--- src/rtl/spt_pkg.sv ---
package spt_pkg;
  typedef enum logic [1:0] {
    LS_INV = 2'd0,
    LS_SHR = 2'd1,
    LS_EXC = 2'd2,
    LS_DRT = 2'd3
  } line_st_e;

  typedef enum logic [1:0] {
    OP_LOAD  = 2'd0,
    OP_STORE = 2'd1,
    OP_INV   = 2'd2,
    OP_SNOOP = 2'd3
  } req_op_e;
endpackage

--- src/rtl/spt_epoch_cmp.sv ---
module spt_epoch_cmp #(
  parameter int TID_W = 4,
  parameter int SEQ_W = 8
) (
  input  logic [TID_W-1:0] a_tid,
  input  logic [SEQ_W-1:0] a_seq,
  input  logic [TID_W-1:0] b_tid,
  input  logic [SEQ_W-1:0] b_seq,
  output logic             a_before_b
);
  logic [SEQ_W-1:0] seq_diff;

  // modular difference: top bit set means a lies behind b (wrap-safe)
  always_comb begin
    seq_diff   = a_seq - b_seq;
    a_before_b = (a_tid == b_tid) && seq_diff[SEQ_W-1];
  end
endmodule

--- src/rtl/spt_line_slot.sv ---
module spt_line_slot
  import spt_pkg::*;
#(
  parameter int TAG_W = 8
) (
  input  logic             clk,
  input  logic             rst_n,
  input  logic             sel,
  input  req_op_e          op,
  input  logic [TAG_W-1:0] req_tag,
  input  logic             req_shared,
  input  logic             spec_mode,
  input  logic             inv_earlier,
  input  logic             do_squash,
  input  logic             do_commit,
  input  logic             ack_sel,
  output line_st_e         st_q,
  output logic [TAG_W-1:0] tag_q,
  output logic             sl_q,
  output logic             sm_q,
  output logic             pend_q,
  output logic             hit,
  output logic             viol_ev,
  output logic             evict_ev
);
  line_st_e         st_d;
  logic [TAG_W-1:0] tag_d;
  logic             sl_d, sm_d, pend_d, upd;

  assign hit = (st_q != LS_INV) && (tag_q == req_tag);
  assign upd = sel | ack_sel | do_squash | do_commit;

  always_comb begin
    st_d     = st_q;
    tag_d    = tag_q;
    sl_d     = sl_q;
    sm_d     = sm_q;
    pend_d   = pend_q;
    viol_ev  = 1'b0;
    evict_ev = 1'b0;
    if (do_squash) begin
      if (sm_q) begin
        st_d   = LS_INV;
        pend_d = 1'b0;
      end
      sl_d = 1'b0;
      sm_d = 1'b0;
    end else if (do_commit) begin
      if (sm_q) begin
        if (st_q == LS_SHR) pend_d = 1'b1;
        else                st_d   = LS_DRT;
      end
      sl_d = 1'b0;
      sm_d = 1'b0;
    end else begin
      if (ack_sel && pend_q && (st_q == LS_SHR)) begin
        st_d   = LS_DRT;
        pend_d = 1'b0;
      end
      if (sel) begin
        unique case (op)
          OP_LOAD, OP_STORE: begin
            if (!hit) begin
              evict_ev = spec_mode && (st_q != LS_INV) && (sl_q || sm_q);
              tag_d    = req_tag;
              pend_d   = 1'b0;
              sl_d     = spec_mode && (op == OP_LOAD);
              sm_d     = spec_mode && (op == OP_STORE);
              if (!spec_mode && (op == OP_STORE)) st_d = LS_DRT;
              else st_d = req_shared ? LS_SHR : LS_EXC;
            end else if (op == OP_LOAD) begin
              sl_d = sl_q | spec_mode;
            end else if (spec_mode) begin
              sm_d = 1'b1;
            end else begin
              st_d   = LS_DRT;
              pend_d = 1'b0;
            end
          end
          OP_INV: begin
            if (hit) begin
              viol_ev = spec_mode && sl_q && inv_earlier;
              if (spec_mode && sm_q) begin
                st_d = LS_SHR;
              end else begin
                st_d   = LS_INV;
                sl_d   = 1'b0;
                sm_d   = 1'b0;
                pend_d = 1'b0;
              end
            end
          end
          default: begin
            if (hit && ((st_q == LS_EXC) || (st_q == LS_DRT))) st_d = LS_SHR;
          end
        endcase
      end
    end
  end

  always_ff @(posedge clk or negedge rst_n) begin
    if (!rst_n) begin
      st_q   <= LS_INV;
      tag_q  <= '0;
      sl_q   <= 1'b0;
      sm_q   <= 1'b0;
      pend_q <= 1'b0;
    end else if (upd) begin
      st_q   <= st_d;
      tag_q  <= tag_d;
      sl_q   <= sl_d;
      sm_q   <= sm_d;
      pend_q <= pend_d;
    end
  end
endmodule

--- src/rtl/spec_line_tracker.sv ---
module spec_line_tracker
  import spt_pkg::*;
#(
  parameter int LINES = 16,
  parameter int TAG_W = 8,
  parameter int TID_W = 4,
  parameter int SEQ_W = 8,
  localparam int IDX_W = $clog2(LINES)
) (
  input  logic             clk,
  input  logic             rst_n,
  input  logic             spec_mode,
  input  logic [TID_W-1:0] local_tid,
  input  logic [SEQ_W-1:0] local_seq,
  input  logic             req_valid,
  input  logic [1:0]       req_op,
  input  logic [IDX_W-1:0] req_idx,
  input  logic [TAG_W-1:0] req_tag,
  input  logic             req_shared,
  input  logic [TID_W-1:0] req_tid,
  input  logic [SEQ_W-1:0] req_seq,
  input  logic             squash,
  input  logic             commit,
  input  logic             own_ack_valid,
  input  logic [IDX_W-1:0] own_ack_idx,
  input  logic [IDX_W-1:0] lk_idx,
  output logic             stall,
  output logic             violation,
  output logic             snp_shared,
  output logic             snp_supply,
  output logic [LINES-1:0] own_need,
  output logic [TAG_W-1:0] lk_tag,
  output logic [1:0]       lk_state,
  output logic             lk_sl,
  output logic             lk_sm
);
  req_op_e          op;
  logic             go, inv_earlier, viol_d;
  line_st_e         st_a  [LINES];
  logic [TAG_W-1:0] tag_a [LINES];
  logic [LINES-1:0] sl_vec, sm_vec, hit_vec, vev, eev;

  assign op    = req_op_e'(req_op);
  assign stall = squash | commit;          // one-cycle flash window
  assign go    = req_valid & ~stall;

  spt_epoch_cmp #(.TID_W(TID_W), .SEQ_W(SEQ_W)) u_cmp (
    .a_tid      (req_tid),
    .a_seq      (req_seq),
    .b_tid      (local_tid),
    .b_seq      (local_seq),
    .a_before_b (inv_earlier)
  );

  for (genvar i = 0; i < LINES; i++) begin : g_line
    spt_line_slot #(.TAG_W(TAG_W)) u_slot (
      .clk         (clk),
      .rst_n       (rst_n),
      .sel         (go && (req_idx == IDX_W'(i))),
      .op          (op),
      .req_tag     (req_tag),
      .req_shared  (req_shared),
      .spec_mode   (spec_mode),
      .inv_earlier (inv_earlier),
      .do_squash   (squash),
      .do_commit   (commit & ~squash),
      .ack_sel     (own_ack_valid && !stall && (own_ack_idx == IDX_W'(i))),
      .st_q        (st_a[i]),
      .tag_q       (tag_a[i]),
      .sl_q        (sl_vec[i]),
      .sm_q        (sm_vec[i]),
      .pend_q      (own_need[i]),
      .hit         (hit_vec[i]),
      .viol_ev     (vev[i]),
      .evict_ev    (eev[i])
    );
  end

  // sticky failure flag, cleared only by squash
  always_comb begin
    viol_d = violation | (|vev) | (|eev);
    if (squash) viol_d = 1'b0;
  end

  always_ff @(posedge clk or negedge rst_n) begin
    if (!rst_n) violation <= 1'b0;
    else        violation <= viol_d;
  end

  always_comb begin
    snp_shared = go && (op == OP_SNOOP) && hit_vec[req_idx];
    snp_supply = snp_shared && (st_a[req_idx] == LS_DRT) && !sm_vec[req_idx];
    lk_tag     = tag_a[lk_idx];
    lk_state   = st_a[lk_idx];
    lk_sl      = sl_vec[lk_idx];
    lk_sm      = sm_vec[lk_idx];
  end
endmodule

--- config.mk ---
export PLATFORM = sky130hd
export DESIGN_NAME = spec_line_tracker
export DESIGN_NICKNAME = d
export VERILOG_FILES = /design/src/rtl/spt_pkg.sv /design/src/rtl/spt_epoch_cmp.sv /design/src/rtl/spt_line_slot.sv /design/src/rtl/spec_line_tracker.sv
export SDC_FILE = /design/constraint.sdc
export NUM_CORES = 1
export LEC_CHECK = 0
export ABC_AREA = 1
export BUFFER_PORTS_ARGS = -buffer_cell sky130_fd_sc_hd__buf_2
export CAP_MARGIN = 0
export CORE_MARGIN = 2
export CORE_UTILIZATION = 40
export CTS_CLUSTER_DIAMETER = 100
export DETAILED_ROUTE_END_ITERATION = 8
export MAX_ROUTING_LAYER = met4
export PLACE_DENSITY_LB_ADDON = 0.1
export SLEW_MARGIN = 20
export SYNTH_ARGS = -nofsm -noshare
export SYNTH_HDL_FRONTEND = slang
export SYNTH_HIERARCHICAL = 1
export SYNTH_SLANG_ARGS = --single-unit
--- constraint.sdc ---
create_clock -name clk -period 1.9 [get_ports clk]
set_input_delay 0.095 -clock clk [delete_from_list [all_inputs] [get_ports clk]]
set_output_delay 0.095 -clock clk [all_outputs]
set_load 0.01 [all_outputs]
==> metrics.txt, run 1 <==
post-synthesis cell count=3043; Seq pwr share=32.5%; sequential share of the synthesized area=26.7%; WP buf/inv=3; vias per cell=5.33; Syn Nets=3103; drt pass-1 iters=6; Final Net Count=3738; Worst path depth=15; critical path class=flop to output port; Design Power=0.0153 W; TNS Setup=-3300 ps; failing checks=setup timing; f_max=385 MHz; Syn. warnings=6; final slew viol count=0; I/O Pins=86; Final Skew=28.1 ps; remaining routing DRC violations=0; H-tree lvl count=1; cell taking the most area after synthesis=dfrtp_1; worst-path fanout max=4; port bufs=85; TritonCTS Sinks=209; Logic pwr share=30.9%; highest-count cells in the layout ignoring fill and taps=nand2_1, buf_4, nor2_1, inv_1, nand3_1; top cells by area in the synthesized netlist=dfrtp_1, nand2_1, nor2_1, nand3_1, inv_1; most common cell after layout, fill and taps aside=nand2_1; CTS max path bufs=3; GPL Wtd Cong=1.05; Avg Cell Area, Syn=6.44 um^2; Via Count=23031; Overflow after GRT=0; Finished Layout Cells=4319; final worst slack=-699 ps; worst-path cell chain=inv_1 -> nand2_1 -> nand2_1 -> nor2_1 -> nand2_1 -> nor2_4 -> nand2_4 -> inv_2 -> nand2_1 -> a21oi_1 -> o21ai_0 -> nand2_1 -> o21bai_4 -> nor2_1 -> buf_2; final-report hold violation count=0; first-pass GRT wire length=124000 um; pre-CTS setup slack=-588 ps; initial DRC count=2277; crit share post-route=137%; DP Wirelength=61800 um; vias in the first global route=21945; layout cells sized above 1=28.1%; min cycle time layout=2600 ps; Area Growth Syn to Fin=35.9%; max incr delay on CP=410 ps; family with the most delay on the worst path=simple AND/OR/NAND/NOR gates; Synth Register Bits=209; row count=81; Antenna Nets Post-Route=0; GRT Resource Usage Total=32.4%; total CTS buffers=29; clk_lat worst skew=610 ps; Routed WL=80500 um; clock group share of total power=36.6%; chip height=225 um; Final Util=54.8%; post-synthesis async set-or-reset flop share=100%; total leakage power=13.8 nW; P_sw=0.00536 W; Sw Ratio=35.0%; Die X-Extent=225 um; Req. time, crit path=1800 ps; CTS Root Cell=clkbuf_16; wire per inst=18.6 um; CP Capture Type=output port; reg2reg path depth=14; power per cell area=576 nW/um^2; Starting Density=40.3%; Clk pin slew, worst setup/hold paths=60 ps; largest net degree at the start of global routing=53; Core Area=48600 um^2; slowest cell on the critical path=dfrtp_1; DIE AREA=50800 um^2; VDD IR-drop max=0.606 mV; Rel. slew slack=60.2%; CTS tree=yes; Worst Hold Class=input port to async pin; Worst-Margin Slew=592 ps; Synth cell types=43; initial antenna violation count=1; status=finished with violations; Post-Synthesis Cell Area=19600 um^2; Synth top area share=26.7%; Post-synth EDFFs=0; placed insts=4216; max-cap violation count=0; CP Data Arrival Time=2500 ps; Setup Viol. Count Final=15; P_int=0.00997 W; Most used DFF post-synth=dfrtp_1; RSZ-0062 raised after global routing=yes; CP startpoint kind=flop; CP most frequent cell=nand2_1
-- logic make-up after synthesis --
family / count (synthesis) / share of synthesized area (%)
AO/OA/AOI/OAI: 499 / 14.8
XOR/XNOR: 85 / 3.84
adder cells (fa/ha/maj): 6 / 0.383
buffers and inverters: 370 / 8.36
flip-flops: 209 / 26.7
multiplexers: 80 / 5.82
AND/OR/NAND/NOR: 1794 / 40.1
-- area by class of cell --
cell class | count | area [um^2]
Fill cell | 4863 | 22000
Multi-Input combinational cell | 2464 | 13100
Timing Repair Buffer | 681 | 5440
Sequential cell | 209 | 5240
Inverter | 293 | 1120
Clock buffer | 41 | 871
Tap cell | 622 | 778
Clock inverter | 8 | 80.1
Antenna cell | 1 | 2.50
-- metal layers --
layer	vias to the layer above	GRT usage [%]	part of all wire (%)	routed length [um]
li1	11219	-	-	-
met1	10890	43.2	45	36000
met2	775	50.7	45	36300
met3	147	3.90	6.5	5230
met4	0	11.5	3.7	2950
met5	-	-	0	0
-- worst paths after layout --
kind	slack [ps]	start	end
worst max-delay path	-700	g_line[1].u_slot/tag_q[7]	snp_supply
worst min-delay path	20	rst_n	g_line[5].u_slot/tag_q[7]
worst max register to register	-220	g_line[3].u_slot/tag_q[6]	violation
worst min register to register	530	g_line[12].u_slot/sl_q	g_line[12].u_slot/sl_q
max in group asynchronous	1140	rst_n	g_line[1].u_slot/sm_q
min in group clk	40	req_tag[4]	g_line[5].u_slot/tag_q[4]
-- flip-flops by register name, indices dropped and copies added, names as in the netlist --
| signal | cells |
|---|---|
| g_line.u_slot/sm_q | 16 |
| g_line.u_slot/sl_q | 16 |
| g_line.u_slot/st_q | 32 |
| g_line.u_slot/tag_q | 128 |
| g_line.u_slot/pend_q | 16 |
| violation | 1 |
-- what timing repair did --
action	in CTS	in global routing
pin swaps	56	56
resized for setup	83	75
gates cloned	0	1
endpoints found under the hold margin	238	0
setup buffers	21	25
setup endpoints to repair	30	81
hold buffers	23	0
-- through the flow --
| stage | area (um^2) | hold slack (ps) |
|---|---|---|
| 2_1_floorplan | 19700 | -201 |
| 3_3_place_gp | 24700 | 34.0 |
| 3_5_place_dp | 24700 | 33.3 |
| 4_1_cts | 26200 | 7.70 |
| 5_1_grt | 26600 | 33.3 |
| 6_report | 26600 | 18.1 |
-- power by group through the flow --
stage	combinational, W	clock (W)	sequential, W
2_1_floorplan	0.00220	0	0.00510
3_3_place_gp	0.00445	0	0.00504
3_5_place_dp	0.00448	0	0.00505
4_1_cts	0.00462	0.00573	0.00498
5_1_grt	0.00517	0.00588	0.00502
6_report	0.00473	0.00561	0.00499
-- cell usage after synthesis, types with 19 or more instances --
| cell | instances |
|---|---|
| inv_1 | 259 |
| dfrtp_1 | 209 |
| nand3_1 | 225 |
| a31oi_1 | 32 |
| mux2_4 | 64 |
| nor2_2 | 32 |
| nand2_1 | 979 |
| nand4_1 | 19 |
| clkbuf_1 | 21 |
| inv_2 | 33 |
| buf_6 | 25 |
| xnor2_1 | 84 |
| a21oi_1 | 130 |
| nor2_1 | 401 |
| o211ai_1 | 73 |
| o21ai_0 | 193 |
| buf_2 | 28 |
No activity file was read; power rests on OpenSTA's default activity.
==> run 2: changes to the inputs <==
--- a/config.mk
+++ b/config.mk
@@ -9,11 +9,12 @@
 export BUFFER_PORTS_ARGS = -buffer_cell sky130_fd_sc_hd__buf_2
 export CAP_MARGIN = 0
 export CORE_MARGIN = 2
-export CORE_UTILIZATION = 40
+export CORE_UTILIZATION = 60
 export CTS_CLUSTER_DIAMETER = 100
 export DETAILED_ROUTE_END_ITERATION = 8
 export MAX_ROUTING_LAYER = met4
 export PLACE_DENSITY_LB_ADDON = 0.1
+export SETUP_SLACK_MARGIN = 0.4
 export SLEW_MARGIN = 20
 export SYNTH_ARGS = -nofsm -noshare
 export SYNTH_HDL_FRONTEND = slang
==> constraint.sdc (replaced) <==
create_clock -name clk -period 3.3 [get_ports clk]
set_input_delay 0.165 -clock clk [delete_from_list [all_inputs] [get_ports clk]]
set_output_delay 0.165 -clock clk [all_outputs]
set_load 0.01 [all_outputs]
==> metrics.txt, run 2 (synthesis results as in run 1) <==
fill count=2883 (-41%); Overflow after GRT=0 (unchanged); register name with the most flops=g_line.u_slot/tag_q; CP Data Arrival Time=2570 ps (+70 ps); Starting Density=60.6% (+20 points); most common cell after layout, fill and taps aside=nand2_1; remaining routing DRC violations=0 (unchanged); TritonCTS Sinks=209 (unchanged); CP Capture Type=output port; Worst R2R Setup Slack=880 ps (+1100 ps); Die X-Extent=185 um (-18%); vias in the first global route=19636 (-11%); RSZ-0062 raised after global routing=no; f_max=365 MHz; VDD IR-drop max=0.505 mV (-17%); initial DRC count=2315 (+1.7%); reg2reg path depth=14 (unchanged); DP Wirelength=49100 um (-20%); I/O Pins=86 (unchanged); vias per cell=5.95 (+12%); Worst-Margin Slew=985 ps (+393 ps); total leakage power=11.0 nW (-20%); DIE AREA=34100 um^2 (-33%); Crit. Startpoint=g_line[4].u_slot/tag_q[7]; status=finished, final reports clean; largest net degree at the start of global routing=109 (+110%); initial antenna violation count=2 (+1); Final Net Count=3234 (-13%); GPL Wtd Cong=1.02 (-2.7%); Via Count=21634 (-6.1%); layout cells sized above 1=14.9% (-13 points); wire per inst=18.9 um (+1.2%); Worst Hold Class=input port to flop; highest-count cells in the layout ignoring fill and taps=nand2_1, nor2_1, inv_1, nand3_1, dfrtp_1; worst-path fanout max=8 (+4); crit share post-route=82.9%; CTS max path bufs=3 (unchanged); CTS Root Cell=clkbuf_16; CTS tree=yes; max reg flops=128 (unchanged); critical register-to-register path startpoint=g_line[1].u_slot/tag_q[7]; Worst R2R End=violation; Top Registers=g_line.u_slot/tag_q: 128 flops, g_line.u_slot/st_q: 32 flops; critical path class=flop to output port; final slew viol count=0 (unchanged); first-pass GRT wire length=107000 um (-14%); total CTS buffers=27 (-6.9%); Setup Viol. Count Final=0 (-15); H-tree lvl count=1 (unchanged); final-report hold violation count=0 (unchanged); max-cap violation count=0 (unchanged); port bufs=85 (unchanged); sequential cell area=5240 um^2 (about the same); Req. time, crit path=3130 ps (+1330 ps); min cycle time layout=2740 ps; Antenna Nets Post-Route=0 (unchanged); Clk pin slew, worst setup/hold paths=60 ps (about the same); Final Hold Slack=153 ps (+134 ps); Final Skew=34.4 ps (+6.27 ps); Area Growth Syn to Fin=11.4%; row count=66 (-19%); chip height=185 um (-18%); CP startpoint kind=flop; TNS Setup=0 ps (+3300 ps); GRT Resource Usage Total=41.2% (+8.8 points); Rel. slew slack=34.4% (-26 points); Routed WL=68600 um (-15%); power per cell area=367 nW/um^2 (-36%); Core Area=32400 um^2 (-33%); clk_lat worst skew=570 ps (-40 ps); drt pass-1 iters=8 (+2); area of the multi-input gates=12800 um^2 (-2.6%); end point of the critical path=snp_supply
[run 2: timing repair]
action	4_1_cts	5_1_grt
endpoints found under the setup margin	0	2
resized for setup	0	10
hold buffers	1	0
setup buffers	0	26
hold endpoints to repair	106	0
[run 2: power by group]
group | internal [W] | switching [W]
registers | 0.00273 | 0.000241
clock network | 0.00182 | 0.00122
logic | 0.000678 | 0.00133
total | 0.00522 | 0.00279
[run 2: worst max-delay path, cell delays in order, from the launching register on]
cell,delay [ps]
dfrtp_1,400
inv_1,70
nand2_1,60
nand2_1,60
nor2_1,110
nand2_1,110
nor2_4,190
nand2_4,110
inv_2,100
nand2_1,60
nand2_1,120
nand2_1,80
nand3_1,70
nand2_1,50
nand2_1,100
o21bai_1,110
nor2_1,100
buf_2,140
[run 2: how the worst min path moves through the flow]
| stage | from | to | cells after the start | slack (ps) |
|---|---|---|---|---|
| after floorplan | rst_n | g_line[0].u_slot/pend_q | 0 | -130 |
| after global placement | rst_n | g_line[4].u_slot/tag_q[7] | 1 | 300 |
| final | req_tag[6] | g_line[2].u_slot/tag_q[6] | 3 | 150 |
| after CTS | req_tag[6] | g_line[7].u_slot/tag_q[6] | 3 | 120 |
| after detailed placement | rst_n | g_line[4].u_slot/tag_q[7] | 1 | 310 |
| after global routing | req_tag[6] | g_line[8].u_slot/tag_q[6] | 3 | 180 |
[run 2: routing by layer]
metal	global-route usage (%)	vias up	wire [um]
li1	-	10184	-
met1	55.3	10053	28600
met2	63.5	1199	30400
met3	5.71	198	6600
met4	15.4	0	2950
met5	-	-	0
[run 2: area by class of cell]
| class | count | area share, % |
|---|---|---|
| Sequential cell | 209 | 24.0 |
| Clock buffer | 36 | 3.43 |
| Tap cell | 442 | 2.53 |
| Antenna cell | 2 | 0.0229 |
| Inverter | 293 | 5.10 |
| Clock inverter | 11 | 0.624 |
| Multi-Input combinational cell | 2464 | 58.4 |
| Timing Repair Buffer | 179 | 5.92 |
[run 2: stage by stage]
step                      worst slack, ps  total power [W]  area [um^2]  cells  util (%)
after detailed placement              527          0.00494        20700   3560      64.0
after floorplan                       988          0.00419        19600   3043         -
after global placement                516          0.00489        20700   3560      64.0
final                                 564          0.00801        21800   3636      67.5
after global routing                  351          0.00835        21800   3636      67.5
after CTS                             457          0.00797        21600   3608      66.8
